File: src/rtl/rtcc_pkg.sv
package rtcc_pkg;
  localparam int REG_W   = 8;
  localparam int NUM_SRC = 3;

  localparam int BIT_SET  = 7;
  localparam int BIT_PIE  = 6;
  localparam int BIT_AIE  = 5;
  localparam int BIT_UIE  = 4;
  localparam int BIT_SQW  = 3;
  localparam int BIT_BIN  = 2;
  localparam int BIT_H24  = 1;
  localparam int BIT_DST  = 0;

  localparam int SRC_PER = 0;
  localparam int SRC_ALM = 1;
  localparam int SRC_UPD = 2;

  typedef struct packed {
    logic               wrCtrl;
    logic [REG_W-1:0]   wrValue;
    logic               setRise;
    logic [NUM_SRC-1:0] flagSet;
    logic               flagClr;
  } ctlStrobes_t;
endpackage

File: src/rtl/rtcc_control.sv
module rtcc_control
  import rtcc_pkg::*;
(
  input  logic               wrEn,
  input  logic [REG_W-1:0]   wrData,
  input  logic               curSet,
  input  logic [NUM_SRC-1:0] evtIn,
  input  logic               clrIn,
  output ctlStrobes_t        strb
);
  logic setRising;

  always_comb begin
    setRising = wrEn && wrData[BIT_SET] && !curSet;
    strb.wrCtrl  = wrEn;
    strb.setRise = setRising;
    strb.wrValue = wrData;
    if (setRising) begin
      strb.wrValue[BIT_UIE] = 1'b0;
    end
    strb.flagSet = evtIn;
    strb.flagClr = clrIn;
  end
endmodule

File: src/rtl/rtcc_datapath.sv
module rtcc_datapath
  import rtcc_pkg::*;
(
  input  logic               clk,
  input  logic               rstN,
  input  ctlStrobes_t        strb,
  output logic [REG_W-1:0]   regVal,
  output logic [NUM_SRC-1:0] flags,
  output logic               irqN
);
  logic setBit, binBit, h24Bit, dstBit;
  logic pieBit, aieBit, uieBit, sqwBit;
  logic [NUM_SRC-1:0] enVec;

  always_ff @(posedge clk) begin
    if (strb.wrCtrl) begin
      setBit <= strb.wrValue[BIT_SET];
      binBit <= strb.wrValue[BIT_BIN];
      h24Bit <= strb.wrValue[BIT_H24];
      dstBit <= strb.wrValue[BIT_DST];
    end
  end

  always_ff @(posedge clk or negedge rstN) begin
    if (!rstN) begin
      pieBit <= 1'b0;
      aieBit <= 1'b0;
      uieBit <= 1'b0;
      sqwBit <= 1'b0;
    end else if (strb.wrCtrl) begin
      pieBit <= strb.wrValue[BIT_PIE];
      aieBit <= strb.wrValue[BIT_AIE];
      uieBit <= strb.wrValue[BIT_UIE];
      sqwBit <= strb.wrValue[BIT_SQW];
    end
  end

  always_comb begin
    regVal          = '0;
    regVal[BIT_SET] = setBit;
    regVal[BIT_PIE] = pieBit;
    regVal[BIT_AIE] = aieBit;
    regVal[BIT_UIE] = uieBit;
    regVal[BIT_SQW] = sqwBit;
    regVal[BIT_BIN] = binBit;
    regVal[BIT_H24] = h24Bit;
    regVal[BIT_DST] = dstBit;
    enVec          = '0;
    enVec[SRC_PER] = pieBit;
    enVec[SRC_ALM] = aieBit;
    enVec[SRC_UPD] = uieBit;
  end

  for (genvar i = 0; i < NUM_SRC; i++) begin : gFlag
    always_ff @(posedge clk or negedge rstN) begin
      if (!rstN) begin
        flags[i] <= 1'b0;
      end else begin
        flags[i] <= (flags[i] && !strb.flagClr) || strb.flagSet[i];
      end
    end

    AST_FLAG_HOLDS: assert property (@(posedge clk) disable iff (!rstN)
      flags[i] && !strb.flagClr |=> flags[i]);
    AST_EVENT_WINS: assert property (@(posedge clk) disable iff (!rstN)
      strb.flagSet[i] |=> flags[i]);
    AST_CLEAR_WORKS: assert property (@(posedge clk) disable iff (!rstN)
      strb.flagClr && !strb.flagSet[i] |=> !flags[i]);
  end

  assign irqN = !(|(flags & enVec));

  AST_UIE_DROP_ON_SET: assert property (@(posedge clk) disable iff (!rstN)
    $rose(setBit) |-> !uieBit);
  AST_RETAINED_STABLE: assert property (@(posedge clk) disable iff (!rstN)
    !strb.wrCtrl |=> $stable({setBit, binBit, h24Bit, dstBit}));
  AST_WRITE_LANDS: assert property (@(posedge clk) disable iff (!rstN)
    strb.wrCtrl |=> regVal == $past(strb.wrValue));
endmodule

File: src/rtl/rtc_ctrl_irq.sv
module rtc_ctrl_irq
  import rtcc_pkg::*;
(
  input  logic               clk,
  input  logic               rstN,
  input  logic               wrEn,
  input  logic [REG_W-1:0]   wrData,
  output logic [REG_W-1:0]   rdData,
  input  logic               periodicTick,
  input  logic               alarmMatch,
  input  logic               updateDone,
  input  logic               flagClr,
  output logic [NUM_SRC-1:0] eventFlags,
  output logic               irqN,
  output logic               updateInhibit,
  output logic               sqwEnable,
  output logic               binaryMode,
  output logic               hour24,
  output logic               dstEnable
);
  ctlStrobes_t        strb;
  logic [REG_W-1:0]   regVal;
  logic [NUM_SRC-1:0] evtVec;

  always_comb begin
    evtVec          = '0;
    evtVec[SRC_PER] = periodicTick;
    evtVec[SRC_ALM] = alarmMatch;
    evtVec[SRC_UPD] = updateDone;
  end

  rtcc_control uCtl (
    .wrEn   (wrEn),
    .wrData (wrData),
    .curSet (regVal[BIT_SET]),
    .evtIn  (evtVec),
    .clrIn  (flagClr),
    .strb   (strb)
  );

  rtcc_datapath uDp (
    .clk    (clk),
    .rstN   (rstN),
    .strb   (strb),
    .regVal (regVal),
    .flags  (eventFlags),
    .irqN   (irqN)
  );

  assign rdData        = regVal;
  assign updateInhibit = regVal[BIT_SET];
  assign sqwEnable     = regVal[BIT_SQW];
  assign binaryMode    = regVal[BIT_BIN];
  assign hour24        = regVal[BIT_H24];
  assign dstEnable     = regVal[BIT_DST];

  AST_IRQ_ON_ENABLED_FLAG: assert property (@(posedge clk) disable iff (!rstN)
    (eventFlags[SRC_PER] && rdData[BIT_PIE]) || (eventFlags[SRC_ALM] && rdData[BIT_AIE])
    || (eventFlags[SRC_UPD] && rdData[BIT_UIE]) |-> !irqN);
  AST_IRQ_NEEDS_FLAG: assert property (@(posedge clk) disable iff (!rstN)
    !irqN |-> |eventFlags);
  AST_INHIBIT_MIRRORS: assert property (@(posedge clk) disable iff (!rstN)
    updateInhibit == rdData[BIT_SET]);
endmodule

File: config.mk
export PLATFORM = sky130hd
export DESIGN_NAME = rtc_ctrl_irq
export DESIGN_NICKNAME = d
export VERILOG_FILES = /design/src/rtl/rtcc_pkg.sv /design/src/rtl/rtcc_control.sv /design/src/rtl/rtcc_datapath.sv /design/src/rtl/rtc_ctrl_irq.sv
export SDC_FILE = /design/constraint.sdc
export NUM_CORES = 1
export LEC_CHECK = 0
export ABC_AREA = 0
export BUFFER_PORTS_ARGS = -buffer_cell sky130_fd_sc_hd__buf_4
export CELL_PAD_IN_SITES_DETAIL_PLACEMENT = 1
export CELL_PAD_IN_SITES_GLOBAL_PLACEMENT = 2
export CORE_MARGIN = 2
export CORE_UTILIZATION = 25
export CTS_BUF_LIST = sky130_fd_sc_hd__clkbuf_2
export CTS_CLUSTER_SIZE = 14
export DETAILED_ROUTE_END_ITERATION = 8
export GPL_ROUTABILITY_DRIVEN = 0
export PLACE_DENSITY_LB_ADDON = 0.25
export SETUP_SLACK_MARGIN = 0.3
export SYNTH_ARGS = -nofsm -noshare
export SYNTH_HDL_FRONTEND = slang
export SYNTH_SLANG_ARGS = --single-unit
File: constraint.sdc
create_clock -name clk -period 1.58 [get_ports clk]
set_input_delay 0.316 -clock clk [delete_from_list [all_inputs] [get_ports clk]]
set_output_delay 0.316 -clock clk [all_outputs]
set_load 0.02 [all_outputs]
---- Yosys cells after proc, flatten, opt, wreduce, memory -nomap -nowiden ----
Index checks and enable logic that the tools add are counted.
Widths: inputs -> output; s select.
storage, ports and cells
  output and inout bits ................... 17
  flip-flop bits (word level) ............. 11
operators by class
  reductions and logical operators ........ 12
  bitwise logic cells ..................... 1
  muxes and demuxes ....................... 1
operators by type and width
  cell               count
  $logic_and 1x1->1  5
  $and 3x3->3        1
  $logic_not 1->1    3
  $logic_or 1x1->1   3
  $reduce_or 3->1    1
  $mux 1             1

---- Depth between registers and ports, before layout ----
  depth in word-level cells ............... 3
  mapped depth ............................ 2
  mapped depth without buffers ............ 2

---- Hierarchy ----
Synthesis repeated with hierarchy kept, for this count alone.
second synthesis, totals
  cells, all modules ...................... 49
  area, all modules ....................... 586.8 µm²
by module, submodules not included
  module         area an instance (µm²)  cells each  sequential area each (µm²)  instances
  rtcc_datapath  436.7                   28          295.3                       1
  rtcc_control   112.6                   16          0.0                         1
  rtc_ctrl_irq   37.5                    5           0.0                         1

---- Least setup slack after synthesis ----
Ideal clock, no wire load.
  path kind ............................... register to output
  start ................................... reg uDp.flags[1]
  end ..................................... out irqN
  data arrival time ....................... 1,149 ps
  required time ........................... 1,264 ps
  buffers on the path ..................... 0
  cell stages (with the launch flop) ...... 2
  path slack .............................. 115 ps
  cell sequence ........................... dfrtp_1 > a222oi_1
on the way
  longest elaborated chain between the ends .. 3
ends and longest elaborated chain
  item                              RTL line             RTL
  start: declaration                rtcc_datapath.sv:8   output logic [NUM_SRC-1:0] flags,
  start signal: indexed assignment  rtcc_datapath.sv:59  flags[i] <= (flags[i] && !strb.flagClr) || strb.flagSet[i];
  $and 3x3->3                       rtcc_datapath.sv:71  assign irqN = !(|(flags & enVec));
  $reduce_or 3->1                   rtcc_datapath.sv:71
  $logic_not 1->1                   rtcc_datapath.sv:71
  end: declaration                  rtc_ctrl_irq.sv:14   output logic irqN,
No other way between the ends.

---- Worst setup path after layout ----
Ends and elaborated chain as after synthesis.

==> impl_metrics.ini <==
[worst_setup_path]
endpoint_kind = primary output
r2r_slack_ns = 0.78
worst-endpoint-required_ns = 1.26
arrival_ns = 1.20
reg2reg_depth = 1
r2r_end = uDp.pieBit
critical-path-slowest-cell = dfrtp_2
critPathMaxFanout = 2
slowest_delay_ns = 0.41
path_buf_inv = 1
startpoint_type = register
crit_family = flip-flops
crit_chain = a222oi_1, buf_4
worstSetupPathType = register to primary output
reg2reg_from = uDp.pieBit

[cts]
cts.sinks = 11
cts_tree = built
clk_latency_ns = 0.24
clk_path_buf_depth = 2
clk_pin_slew_ns = 0.11
cts-buffers-inserted = 3
htreeDepth = 1
cts-root-buf = clkbuf_2

[layout]
antenna_cells = 0
drive_above_1_share = 0.6333
regArea_um2 = 296.5
nFillCells = 199
instances_no_fill = 85
nets = 76
multi_input_area_um2 = 82.58
syn_to_final_growth_pct = 55.34

[global_routing]
gr-total-overflow = 0
grt_usage = 0.08812
grt_start_max_net_pins = 10
grt_antenna_before_repair = 0
grt_pass1_wl_mm = 1.317
first_global_vias = 320

[floorplan]
die_x_um = 46.21
die_y_um = 46.21
core-area_um2 = 1708
dieArea_um2 = 2135
rows = 15
initial_utilization = 0.2608
top_level_ports = 32

[sta]
fmax_ghz = 0.6597
fin_crit_sh = 0.9594
rsz0062_at_grt = yes
whs_ns = 0.2476
fin_crit_ns = 1.516
slew_headroom = 0.8030
finalHoldViolCount = 0
report.final.slew_viol_count = 0
worst_pin_slew_ns = 0.2956
skew_ns = 0.00001479
finalSetupViolations = 0

[logic_synthesis]
synth_area_leader_cell = dfrtp_1
synth_top_cell_area_share = 0.3933
synthFlopType = dfrtp_1
synthArstFlopShare = 0.6364
synth_fp_nets = 46
synthTopCellsByCount = 8 x buf_4, 7 x dfrtp_1, 4 x edfxtp_1, 3 x a21o_1, 3 x mux2_1
syn_area_um2 = 445.4
synth_most_common_cell = buf_4
yosys_warnings = 0
ys_ff_latch = 11
synth_cell_types = 11
syn_area_per_cell_um2 = 14.37
synth_edf_count = 4
yosysSeqAreaShare = 0.6629
synthCells = 31
synth.top_cells.by_area = dfrtp_1 39%, edfxtp_1 27%, buf_4 13%

[power_and_ir_drop]
power_frac_clock = 0.234
p_sw_uw = 184.0
internal_power_uw = 473.5
p_sw_frac = 0.2798
p_seq_frac = 0.512
p_per_area_nw_per_um2 = 950.1
p_comb_frac = 0.254
leakage_uw = 0.0003385
irDropWorstVdd_mv = 0.3284

[route]
drt_iter0_markers = 7
wirelength_um = 859
ant_nets = 0
route.detailed.drc = 0
via_per_inst = 3.929
wire_per_inst_um = 10.11
vias = 334
dr.pass1.iters = 4

[run]
maxCapViolations = 0

[min_path]
hold_end = uDp.h24Bit
holdPathStages = 1
hold_path_class = input pin to register
hp-start = wrData[1]

[run_status]
outcome = finished, final reports clean

[place]
dp.cells = 79
numPortBuffers = 31
-- power groups by stage --
stage	combinational, uW	clock (uW)	sequential, uW
floorplan	73.5	0	361
global placement	163	0	343
detailed placement	164	0	344
CTS	166	161	338
global route	180	180	341
finish	167	154	337
-- layout make-up --
class | instances | area share
flip-flops and latches | 11 | 0.4286
repair buffers | 33 | 0.3671
inverters | 2 | 0.01085
multi-input cells | 10 | 0.1193
well taps | 25 | 0.04521
clock buffers | 4 | 0.02893
-- layer usage --
metal	share of wire	up-vias	global-route usage
met5	0	-	0
met4	0	0	0.03429
met3	0.099	0	0.02353
met2	0.49	17	0.1472
met1	0.41	160	0.1068
li1	-	157	-
-- cell usage in the layout (no fill, tap or decap) --
master / n
a21o_1: 3
dlygate4sd3_1: 1
o22ai_1: 1
edfxtp_1: 4
buf_4: 31
a222oi_1: 1
clkbuf_2: 4
buf_6: 1
nor2b_1: 1
inv_1: 1
dfrtp_2: 1
inv_2: 1
dfrtp_1: 6
mux2_1: 3
nand2_1: 1
-- per-stage QoR --
stage               TNS [ns]  utilization  total power [uW]  worst slack [ns]  area (um2)
floorplan                  0            -             434.8            0.1227       446.7
global placement           0       0.3810             505.6            0.3375       650.6
detailed placement         0       0.3810             508.2            0.3016       650.6
CTS                        0       0.3985             665.6           0.02629       680.7
global route        -0.07503       0.4051             700.9          -0.07503       691.9
finish                     0       0.4051             657.4           0.06421       691.9
-- cells by family (layout without fill, tap and decap cells) --
kind of cell           after synthesis  count (layout)  share of synthesized area
AOI/OAI and AO/OA                    5               5                    0.08708
buffers and inverters               10              39                     0.1517
DFF                                 11              11                     0.6629
muxes                                3               3                    0.07584
and+or+nand+nor                      2               2                    0.02247
-- what timing repair did --
action / in CTS / in global routing
hold buffers: 1 / 0
endpoints found under the hold margin: 7 / 0
endpoints found under the setup margin: 1 / 1
setup buffers: 0 / 1
pin swaps: 1 / 1
gates cloned: 0 / 0
resized for setup: 0 / 1
-- flip-flops by register name, indices dropped and copies added, names as in the netlist --
register and count:
uDp.sqwBit 1, uDp.setBit 1, uDp.pieBit 1, uDp.aieBit 1, uDp.binBit 1, uDp.uieBit 1
uDp.h24Bit 1, uDp.flags 3, uDp.dstBit 1
-- how the worst max path moves through the flow --
| stage | to | slack (ns) | from | cells after the start |
|---|---|---|---|---|
| after floorplan | irqN | 0.12 | uDp.flags[1] | 1 |
| after detailed placement | irqN | 0.30 | uDp.flags[1] | 2 |
| after global routing | irqN | -0.08 | uDp.aieBit | 2 |
| final | irqN | 0.06 | uDp.flags[1] | 2 |
| after CTS | irqN | 0.03 | uDp.aieBit | 2 |
| after global placement | irqN | 0.34 | uDp.flags[1] | 2 |
(Power assumes the default switching activity.)
